$ cat src/rtl/tlb_regif_pkg.sv
package tlb_regif_pkg;

    typedef enum logic [2:0] {
        SEL_INDEX  = 3'd0,
        SEL_TAG    = 3'd1,
        SEL_DATA   = 3'd2,
        SEL_PID    = 3'd3,
        SEL_ZONE   = 3'd4,
        SEL_SEARCH = 3'd5
    } reg_sel_e;

    localparam int WORD_W = 32;
    localparam int TID_W  = 8;
    localparam int SLOT_W = 8;

    typedef struct packed {
        logic enabled;
        logic rd_ok;
        logic wr_priv;
    } gate_t;

endpackage

$ cat src/rtl/tlb_regif_gate.sv
module tlb_regif_gate
    import tlb_regif_pkg::*;
(
    input  logic [1:0] mmu_mode,
    input  logic [1:0] acc_level,
    output gate_t      gate
);
    always_comb begin
        gate.enabled = (mmu_mode >= 2'd2) && (acc_level != 2'd0);
        gate.rd_ok   = gate.enabled && acc_level[0];
        gate.wr_priv = gate.enabled && (acc_level > 2'd1);
    end
endmodule

$ cat src/rtl/tlb_regif_store.sv
module tlb_regif_store
    import tlb_regif_pkg::*;
#(
    parameter int ENTRIES = 16,
    localparam int IDX_W  = $clog2(ENTRIES)
) (
    input  logic              clk,
    input  logic              rst_n,
    input  logic              we_tag,
    input  logic              we_data,
    input  logic [IDX_W-1:0]  slot,
    input  logic [WORD_W-1:0] wval,
    input  logic [TID_W-1:0]  wtid,
    output logic [WORD_W-1:0] rtag,
    output logic [WORD_W-1:0] rdat,
    output logic [TID_W-1:0]  rtid
);
    logic [WORD_W-1:0] tag_q  [ENTRIES];
    logic [WORD_W-1:0] dat_q  [ENTRIES];
    logic [TID_W-1:0]  tid_q  [ENTRIES];

    for (genvar e = 0; e < ENTRIES; e++) begin : g_entry
        logic [WORD_W-1:0] tag_d, dat_d;
        logic [TID_W-1:0]  tid_d;
        logic              hit_slot;

        always_comb begin
            hit_slot = (slot == IDX_W'(e));
            tag_d    = tag_q[e];
            dat_d    = dat_q[e];
            tid_d    = tid_q[e];
            if (hit_slot && we_tag) begin
                tag_d = wval;
                tid_d = wtid;
            end
            if (hit_slot && we_data) begin
                dat_d = wval;
            end
        end

        always_ff @(posedge clk) begin
            if (!rst_n) begin
                tag_q[e] <= '0;
                dat_q[e] <= '0;
                tid_q[e] <= '0;
            end else begin
                tag_q[e] <= tag_d;
                dat_q[e] <= dat_d;
                tid_q[e] <= tid_d;
            end
        end
    end

    always_comb begin
        rtag = tag_q[slot];
        rdat = dat_q[slot];
        rtid = tid_q[slot];
    end


    tag_write_lands_chk: assert property (@(posedge clk) disable iff (!rst_n)
        we_tag |=> (tag_q[$past(slot)] == $past(wval)) && (tid_q[$past(slot)] == $past(wtid)));
endmodule

$ cat src/rtl/tlb_regif_ctrl.sv
module tlb_regif_ctrl
    import tlb_regif_pkg::*;
#(
    parameter int              ENTRIES  = 16,
    parameter logic [31:0]     VPN_MASK = 32'hFFFF_FC00,
    localparam int             IDX_W    = $clog2(ENTRIES)
) (
    input  logic              clk,
    input  logic              rst_n,
    input  gate_t             gate,
    input  logic              user_mode,
    input  logic [2:0]        reg_sel,
    input  logic              wr_en,
    input  logic              rd_en,
    input  logic [WORD_W-1:0] wdata,
    output logic [WORD_W-1:0] rdata,
    output logic              lk_req,
    output logic [WORD_W-1:0] lk_vpn,
    output logic              lk_user,
    input  logic              lk_hit,
    input  logic [IDX_W-1:0]  lk_idx,
    output logic              flush_req,
    output logic              flush_all,
    output logic [IDX_W-1:0]  flush_idx,
    output logic              st_we_tag,
    output logic              st_we_data,
    output logic [IDX_W-1:0]  st_slot,
    output logic [TID_W-1:0]  st_wtid,
    input  logic [WORD_W-1:0] st_rtag,
    input  logic [WORD_W-1:0] st_rdat,
    input  logic [TID_W-1:0]  st_rtid
);
    typedef struct packed {
        logic [WORD_W-1:0] index;
        logic [TID_W-1:0]  pid;
        logic [WORD_W-1:0] zone;
        logic              fl_req;
        logic              fl_all;
        logic [IDX_W-1:0]  fl_idx;
    } state_t;

    state_t st_d, st_q;

    logic [SLOT_W-1:0] slot_raw;
    logic              slot_ok;
    logic              wr_act, rd_act;

    always_comb begin
        slot_raw = st_q.index[SLOT_W-1:0];
        slot_ok  = ({1'b0, slot_raw} < 9'(ENTRIES));
        wr_act   = wr_en && gate.enabled;
        rd_act   = rd_en && !wr_en && gate.enabled;
        st_slot  = slot_raw[IDX_W-1:0];
        st_wtid  = st_q.pid;
    end

    // read mux
    always_comb begin
        rdata = '0;
        if (gate.enabled) begin
            unique case (reg_sel)
                SEL_INDEX: rdata = st_q.index;
                SEL_TAG:   rdata = (gate.rd_ok && slot_ok) ? st_rtag : '0;
                SEL_DATA:  rdata = (gate.rd_ok && slot_ok) ? st_rdat : '0;
                SEL_PID:   rdata = gate.rd_ok ? WORD_W'(st_q.pid) : '0;
                SEL_ZONE:  rdata = gate.rd_ok ? st_q.zone : '0;
                default:   rdata = '0;
            endcase
        end
    end

    // next state
    always_comb begin
        st_d        = st_q;
        st_d.fl_req = 1'b0;
        st_d.fl_all = 1'b0;
        st_d.fl_idx = '0;
        st_we_tag   = 1'b0;
        st_we_data  = 1'b0;
        lk_req      = 1'b0;
        lk_vpn      = wdata & VPN_MASK;
        lk_user     = user_mode;

        if (wr_act) begin
            unique case (reg_sel)
                SEL_INDEX: st_d.index = wdata;
                SEL_TAG: begin
                    if (slot_ok) begin
                        st_we_tag   = 1'b1;
                        st_d.fl_req = 1'b1;
                        st_d.fl_idx = slot_raw[IDX_W-1:0];
                    end
                end
                SEL_DATA: st_we_data = slot_ok;
                SEL_PID: begin
                    if (gate.wr_priv && (wdata[TID_W-1:0] != st_q.pid)) begin
                        st_d.pid    = wdata[TID_W-1:0];
                        st_d.fl_req = 1'b1;
                        st_d.fl_all = 1'b1;
                    end
                end
                SEL_ZONE: begin
                    if (gate.wr_priv && (wdata != st_q.zone)) begin
                        st_d.zone   = wdata;
                        st_d.fl_req = 1'b1;
                        st_d.fl_all = 1'b1;
                    end
                end
                SEL_SEARCH: begin
                    if (gate.wr_priv) begin
                        lk_req = 1'b1;
                        if (lk_hit) begin
                            st_d.index = {{(WORD_W-IDX_W){1'b0}}, lk_idx};
                        end else begin
                            st_d.index = st_q.index | 32'h8000_0000;
                        end
                    end
                end
                default: ;
            endcase
        end else if (rd_act && reg_sel == SEL_TAG && gate.rd_ok && slot_ok) begin
            st_d.pid = st_rtid;
        end
    end

    always_ff @(posedge clk) begin
        if (!rst_n) st_q <= '0;
        else        st_q <= st_d;
    end

    always_comb begin
        flush_req = st_q.fl_req;
        flush_all = st_q.fl_all;
        flush_idx = st_q.fl_idx;
    end


    disabled_no_change_chk: assert property (@(posedge clk) disable iff (!rst_n)
        !gate.enabled |=> $stable(st_q.index) && $stable(st_q.pid) && $stable(st_q.zone) && !flush_req);


    always_comb begin
        if (rst_n && !gate.enabled) disabled_reads_zero_chk: assert (rdata == '0);
    end


    lookup_needs_priv_chk: assert property (@(posedge clk) disable iff (!rst_n)
        lk_req |-> gate.wr_priv && wr_en && (reg_sel == SEL_SEARCH));


    search_miss_sets_top_chk: assert property (@(posedge clk) disable iff (!rst_n)
        (lk_req && !lk_hit) |=> st_q.index[31] && (st_q.index[30:0] == $past(st_q.index[30:0])));


    flush_follows_write_chk: assert property (@(posedge clk) disable iff (!rst_n)
        flush_req |-> $past(wr_en) && $past(gate.enabled));


    blocked_tag_read_keeps_pid_chk: assert property (@(posedge clk) disable iff (!rst_n)
        (rd_en && !wr_en && !gate.rd_ok) |=> $stable(st_q.pid));
endmodule

$ cat src/rtl/tlb_regif.sv
module tlb_regif
    import tlb_regif_pkg::*;
#(
    parameter int          ENTRIES  = 16,
    parameter logic [31:0] VPN_MASK = 32'hFFFF_FC00,
    localparam int         IDX_W    = $clog2(ENTRIES)
) (
    input  logic             clk,
    input  logic             rst_n,
    input  logic [1:0]       mmu_mode,
    input  logic [1:0]       acc_level,
    input  logic             user_mode,
    input  logic [2:0]       reg_sel,
    input  logic             wr_en,
    input  logic             rd_en,
    input  logic [31:0]      wdata,
    output logic [31:0]      rdata,
    output logic             lk_req,
    output logic [31:0]      lk_vpn,
    output logic             lk_user,
    input  logic             lk_hit,
    input  logic [IDX_W-1:0] lk_idx,
    output logic             flush_req,
    output logic             flush_all,
    output logic [IDX_W-1:0] flush_idx
);
    gate_t             gate;
    logic              we_tag, we_data;
    logic [IDX_W-1:0]  slot;
    logic [TID_W-1:0]  wtid, rtid;
    logic [WORD_W-1:0] rtag, rdat;

    tlb_regif_gate u_gate (
        .mmu_mode  (mmu_mode),
        .acc_level (acc_level),
        .gate      (gate)
    );

    tlb_regif_store #(.ENTRIES(ENTRIES)) u_store (
        .clk     (clk),
        .rst_n   (rst_n),
        .we_tag  (we_tag),
        .we_data (we_data),
        .slot    (slot),
        .wval    (wdata),
        .wtid    (wtid),
        .rtag    (rtag),
        .rdat    (rdat),
        .rtid    (rtid)
    );

    tlb_regif_ctrl #(.ENTRIES(ENTRIES), .VPN_MASK(VPN_MASK)) u_ctrl (
        .clk        (clk),
        .rst_n      (rst_n),
        .gate       (gate),
        .user_mode  (user_mode),
        .reg_sel    (reg_sel),
        .wr_en      (wr_en),
        .rd_en      (rd_en),
        .wdata      (wdata),
        .rdata      (rdata),
        .lk_req     (lk_req),
        .lk_vpn     (lk_vpn),
        .lk_user    (lk_user),
        .lk_hit     (lk_hit),
        .lk_idx     (lk_idx),
        .flush_req  (flush_req),
        .flush_all  (flush_all),
        .flush_idx  (flush_idx),
        .st_we_tag  (we_tag),
        .st_we_data (we_data),
        .st_slot    (slot),
        .st_wtid    (wtid),
        .st_rtag    (rtag),
        .st_rdat    (rdat),
        .st_rtid    (rtid)
    );


    tag_flush_scope_chk: assert property (@(posedge clk) disable iff (!rst_n)
        (flush_req && !flush_all) |-> $past(reg_sel) == 3'd1);
endmodule

$ cat config.mk
export PLATFORM = sky130hd
export DESIGN_NAME = tlb_regif
export DESIGN_NICKNAME = d
export VERILOG_FILES = /design/src/rtl/tlb_regif_pkg.sv /design/src/rtl/tlb_regif_gate.sv /design/src/rtl/tlb_regif_store.sv /design/src/rtl/tlb_regif_ctrl.sv /design/src/rtl/tlb_regif.sv
export SDC_FILE = /design/constraint.sdc
export NUM_CORES = 2
export LEC_CHECK = 0
export CORE_ASPECT_RATIO = 0.5
export CORE_UTILIZATION = 56
export DETAILED_ROUTE_END_ITERATION = 7
export PLACE_DENSITY_LB_ADDON = 0.2
export SKIP_CTS_REPAIR_TIMING = 1
export SYNTH_ARGS = -nofsm -noshare
export SYNTH_HDL_FRONTEND = slang
export SYNTH_SLANG_ARGS = --single-unit
$ cat constraint.sdc
create_clock -name clk -period 5.8 [get_ports clk]
set_input_delay 0.87 -clock clk [delete_from_list [all_inputs] [get_ports clk]]
set_output_delay 0.87 -clock clk [all_outputs]
set_load 0.01 [all_outputs]
After elaboration in Yosys (flattened, before gate mapping)
Memories as Yosys holds them, arrays and structs flattened. A register that Yosys moved wholly into a read port is not among the register bits.
Cells that the tools add are included.
{"block": "classes", "magnitude_cmp": 3, "n_eq_ne": 58, "muxes": 129, "n_bitwise": 48, "reduce_logical": 88}
{"operator": "two-way mux 32 bit", "count": 70}
{"operator": "two-way mux 8 bit", "count": 37}
{"operator": "one-hot mux 32 bit (5 select lines)", "count": 1}
{"operator": "AND reduction 2 bit", "count": 33}
{"operator": "one-hot mux 32 bit (2 select lines)", "count": 1}
{"operator": "OR 1 bit", "count": 48}
{"operator": "logical AND 1 bit", "count": 44}
{"operator": "== test 4 bit (second input constant)", "count": 8}
{"operator": "inequality test 1 bit (second input constant)", "count": 32}
{"operator": "inequality test 32 bit", "count": 1}
{"operator": "two-way mux 4 bit", "count": 6}
{"operator": "== test 4 x 3 -> 1 bit (second input constant)", "count": 4}
{"operator": "two-way mux 1 bit", "count": 10}
{"operator": "AND reduction 3 bit", "count": 3}
{"operator": "== test 4 x 2 -> 1 bit (second input constant)", "count": 2}
{"operator": "< comparator 8 x 5 -> 1 bit (second input constant)", "count": 1}
{"operator": "inequality test 8 bit", "count": 1}
{"operator": "AND reduction 4 bit", "count": 2}
{"operator": "== test 3 x 2 -> 1 bit (second input constant)", "count": 2}
{"operator": "== test 3 bit (second input constant)", "count": 2}
{"operator": "inequality test 2 bit (second input constant)", "count": 3}
{"operator": "nonzero test 2 bit", "count": 3}
{"operator": "== test 4 x 1 -> 1 bit (second input constant)", "count": 1}
{"operator": "zero test 4 bit", "count": 1}
{"operator": "9 further kinds", "count": 10}
{"block": "totals", "reg_bits": 78, "ramBits": 1152, "input_bits": 49, "out_inout_bits": 72, "elab_cells": 336, "mem_count": 3}
{"memory": "u_store.dat_q", "depth": 16, "word_bits": 32, "read_ports": 1, "rd_ports_with_merged_regs": 1, "wr": 16, "line": "tlb_regif_store.sv:19", "text": "logic [WORD_W-1:0] dat_q [ENTRIES];"}
{"memory": "u_store.tag_q", "depth": 16, "word_bits": 32, "read_ports": 1, "rd_ports_with_merged_regs": 1, "wr": 16, "line": "tlb_regif_store.sv:18", "text": "logic [WORD_W-1:0] tag_q [ENTRIES];"}
{"memory": "u_store.tid_q", "depth": 16, "word_bits": 8, "read_ports": 1, "rd_ports_with_merged_regs": 1, "wr": 16, "line": "tlb_regif_store.sv:20", "text": "logic [TID_W-1:0] tid_q [ENTRIES];"}

Logic depth before layout (Yosys ltp)
{"block": "depth", "ltp_word": 8, "depth_mapped": 9, "depth_no_buf": 5}

Modules after synthesis
Synthesis repeated with hierarchy kept, for this count alone.
{"block": "unflattened", "hier_cells": 3807, "area_unflattened_um2": 56563.0}
{"module": "tlb_regif_store", "instances": 1, "cells_each": 3229, "area_per_inst_um2": 51493.1, "seq_area_each_um2": 34593.2}
{"module": "tlb_regif_ctrl", "instances": 1, "cells_each": 575, "area_per_inst_um2": 5047.3, "seq_area_each_um2": 1561.5}
{"module": "tlb_regif_gate", "instances": 1, "cells_each": 3, "area_per_inst_um2": 22.5, "seq_area_each_um2": 0.0}

Worst setup path before layout
OpenSTA, ideal clock, no wires.
{"block": "synth_path", "path_kind": "input port to flip-flop", "start": "input reg_sel[1]", "end": "memory u_store.tag_q[13][0] (enable)", "setup_time_ns": 0.493, "arrival_ns": 5.073, "t_required_ns": 5.307, "path_slack_ns": 0.234, "path_stages": 7, "path_buffers": 4, "cell_sequence": "buf_2 > or3b_1 > buf_6 > or3_1 > clkbuf_1 > clkbuf_1 > o21ai_0"}
{"item": "start: declaration", "line": "tlb_regif.sv:13", "text": "input logic [2:0] reg_sel,"}
{"item": "end: declaration", "line": "tlb_regif_store.sv:18"}

==> flow_metrics.tcl <==
set metrics [dict create \
    outcome "completed" \
    grt_pass1_vias 32400 \
    grt_use_total_pct 31.7 \
    initial_core_util_pct 56.5 \
    synth_area_leader_cell "sky130_fd_sc_hd__edfxtp_1" \
    yosysMostFrequentCell "sky130_fd_sc_hd__and2_1" \
    clk_pin_slew_worst_paths_ns 0.07 \
    post_synth_num_cell_types 56 \
    synth-edff-count 1152 \
    detail_route.wl_per_cell_um 31.0 \
    ys_warn_count 0 \
    synthCells 3840 \
    drt_iter0_drc 5156 \
    pre_cts_slack_ns 0.677 \
    drive_gt1_share_pct 18.0 \
    synth.cell_area_mm2 0.0566 \
    cp_max_fo 46 \
    routed_wl_um 162000 \
    cts_buffers 108 \
    comb_power_share_pct 5.4 \
    areaGrowthSynthToFinish_pct 10.9 \
    placement_rows 82 \
    cts_root_buffer "sky130_fd_sc_hd__clkbuf_16" \
    critical_path.endpoint_type "output pin" \
    final_nets 3828 \
    setup_viol 0 \
    hold_violations 0 \
    critical_path.startpoint_type "flip-flop" \
    wire_length_of_the_first_global_routing_pass_um 229000 \
    rsz0062_at_grt "no" \
    p_leak_nw 22.0 \
    design.portCount 121 \
    hpwl_um 97000 \
    final.setup.worst_slack_ns 0.470 \
    share_seq_of_total_power_pct 53.9 \
    post_synth_main_area_contributors "sky130_fd_sc_hd__edfxtp_1 61%, sky130_fd_sc_hd__and2_1 13%, sky130_fd_sc_hd__mux4_2 11%" \
    min_path_type "flip-flop to flip-flop" \
    timing.final.crit_period_ns 5.33 \
    fin_crit_sh_pct 91.9 \
    maximum_number_of_pins_on_one_net_before_global_route_repair 83 \
    switchingPower_mw 4.19 \
    cts.path.max_buffers 3 \
    grt-ovfl-total 0 \
    numPlacedInstances 5013 \
    worst_ep_arrival_time_ns 4.46 \
    cts_tree "done" \
    remaining_drc_errors 0 \
    synth_seq_area_share_pct 64.0 \
    chipHeight_um 227 \
    place.gp.congestion 0.983 \
    report.power.total_mw 18.7 \
    final_core_util_pct 62.7 \
    synth_seq_cells 1234 \
    fmaxAchievable_mhz 188 \
    number_of_antenna_violations_at_the_first_check_in_global_routing 10 \
    postPlaceCellArea_mm2 0.0591 \
    drt_first_pass_iters 6 \
    power_frac_clock_pct 40.7 \
    final.setup.tns_ns 0 \
    power.share.switching_pct 22.4 \
    clock_sinks 1234 \
    pwr_density_cell_mw_per_mm2 298 \
    yosys_most_used_dff "sky130_fd_sc_hd__edfxtp_1" \
    synthArstFlopShare_pct 0 \
    share_of_the_synthesized_area_in_the_top_cell_type_pct 61.1 \
    postLayoutCellArea_mm2 0.0628 \
    cap_violations 0 \
    int_pwr_mw 14.5 \
    detailroute.via_count 33700 \
    relSlewSlack_pct 16.1 \
    critPathRequiredTime_ns 4.93 \
    worstSkewPairLatency_ns 0.75 \
    finalClockSkew_ns 0.0423 \
    post_synth.cell_area_avg_um2 14.7 \
    timing_worst_setup_path_type "flip-flop to output pin" \
    worstMarginPinSlew_ns 1.26 \
    antenna_cells 0 \
    synth_top_cells_by_count "1154 x sky130_fd_sc_hd__and2_1, 1152 x sky130_fd_sc_hd__edfxtp_1, 272 x sky130_fd_sc_hd__clkbuf_1" \
    fin_hold_ws_ns 0.493 \
    nFillCells 7311 \
    htreeDepth 3 \
    die_w_um 452 \
    core_area_mm2 0.100 \
    numPortBuffers 107 \
    max-vdd-ir-drop_uv 244 \
    viasPerCell 6.46 \
    ant_nets 0 \
    die_area_mm2 0.102 \
    final-max-slew-violation-count 0 \
    final_cell_count_no_fill 5216 \
]
[worst max-delay path, cell delays in order (launching register included)]
cell	delay [ns]
sky130_fd_sc_hd__dfxtp_4	0.88
sky130_fd_sc_hd__buf_4	0.63
sky130_fd_sc_hd__mux4_2	0.57
sky130_fd_sc_hd__o211ai_1	0.41
sky130_fd_sc_hd__a41o_1	0.23
sky130_fd_sc_hd__o21ai_0	0.28
sky130_fd_sc_hd__clkdlybuf4s50_1	0.59
[per-layer routing]
metal,up-vias,share of wire [%],global-route usage (%)
met5,-,0.029,0
met1,17400,40,46.5
met4,6,2.3,7.46
li1,13900,-,-
met3,282,13,9.43
met2,2074,44,46.6
[worst paths after layout]
path / slack (ns) / start / cells past startpoint / endpoint
max: 0.47 / flip-flop / 6 / rdata[22]
min: 0.49 / u_ctrl.st_q[27]$_SDFFE_PN0P_ / 2 / u_ctrl.st_q[27]$_SDFFE_PN0P_
max reg2reg: 1.91 / u_ctrl.slot_raw[4]$_SDFFE_PN0N_ / 4 / u_store.dat_q[4][0]$_SDFFCE_PN0P_
min reg2reg: 0.49 / u_ctrl.st_q[27]$_SDFFE_PN0P_ / 2 / u_ctrl.st_q[27]$_SDFFE_PN0P_
[flip-flops by register name, indices dropped and copies added (netlist names), named ones only]
register          count
u_ctrl.flush_all      1
u_ctrl.flush_idx      4
u_ctrl.flush_req      1
u_ctrl.slot_raw       4
u_ctrl.st_q          56
u_ctrl.st_slot        4
u_ctrl.st_wtid        8
u_store.dat_q       512
u_store.tag_q       512
u_store.tid_q       128
[cell usage in the layout (no fill, tap or decap), types with 6 or more instances in the layout]
cell	count
sky130_fd_sc_hd__buf_4	144
sky130_fd_sc_hd__buf_12	9
sky130_fd_sc_hd__clkinv_2	19
sky130_fd_sc_hd__xor2_1	40
sky130_fd_sc_hd__a21oi_1	12
sky130_fd_sc_hd__nor2_1	56
sky130_fd_sc_hd__a22oi_1	160
sky130_fd_sc_hd__mux2i_1	63
sky130_fd_sc_hd__mux4_2	271
sky130_fd_sc_hd__a41o_1	14
sky130_fd_sc_hd__nor3b_1	6
sky130_fd_sc_hd__nand3_1	10
sky130_fd_sc_hd__a221oi_1	18
sky130_fd_sc_hd__bufinv_16	15
sky130_fd_sc_hd__and4_1	14
sky130_fd_sc_hd__conb_1	10
sky130_fd_sc_hd__nor2_2	18
sky130_fd_sc_hd__clkbuf_16	108
sky130_fd_sc_hd__dfxtp_1	79
sky130_fd_sc_hd__nor3_1	9
sky130_fd_sc_hd__nor4_1	11
sky130_fd_sc_hd__mux2_2	19
sky130_fd_sc_hd__clkdlybuf4s50_1	106
sky130_fd_sc_hd__edfxtp_1	1152
sky130_fd_sc_hd__o21ai_0	31
sky130_fd_sc_hd__and2_1	1154
sky130_fd_sc_hd__nand2_1	99
sky130_fd_sc_hd__clkbuf_1	24
sky130_fd_sc_hd__o21ai_4	32
sky130_fd_sc_hd__a311oi_1	12
sky130_fd_sc_hd__o22ai_1	26
sky130_fd_sc_hd__nand2b_1	7
sky130_fd_sc_hd__nor2_4	16
sky130_fd_sc_hd__o211ai_1	14
sky130_fd_sc_hd__clkinv_1	18
[area by class of cell]
cell class	instances	area [um^2]	share of cell area [%]
flip-flops and latches	1234	36200	57.7
multi-input cells	2172	18800	30.0
clock buffers	137	2860	4.56
repair buffers	259	2320	3.70
well taps	1344	1680	2.68
clock inverters	66	817	1.30
inverters	4	15.0	0.0239
[logic make-up after synthesis]
logic type | share of synthesized area [%]
DFF | 64.0
AOI/OAI and AO/OA | 4.13
xor gates and xnor gates | 0.619
and+or+nand+nor | 15.4
muxes | 12.3
buffers and inverters | 3.63
other | 0.00662
[power groups by stage]
| stage | logic [mW] | clock network, mW | registers [mW] |
|---|---|---|---|
| after detailed placement | 1.00 | 0 | 10.3 |
| final | 1.02 | 7.61 | 10.1 |
| after CTS | 1.01 | 7.65 | 10.1 |
| after global placement | 0.997 | 0 | 10.2 |
| after global routing | 1.05 | 7.97 | 10.1 |
| after floorplan | 0.590 | 0 | 10.2 |
Note: power is estimated with default switching activity, not from simulation.
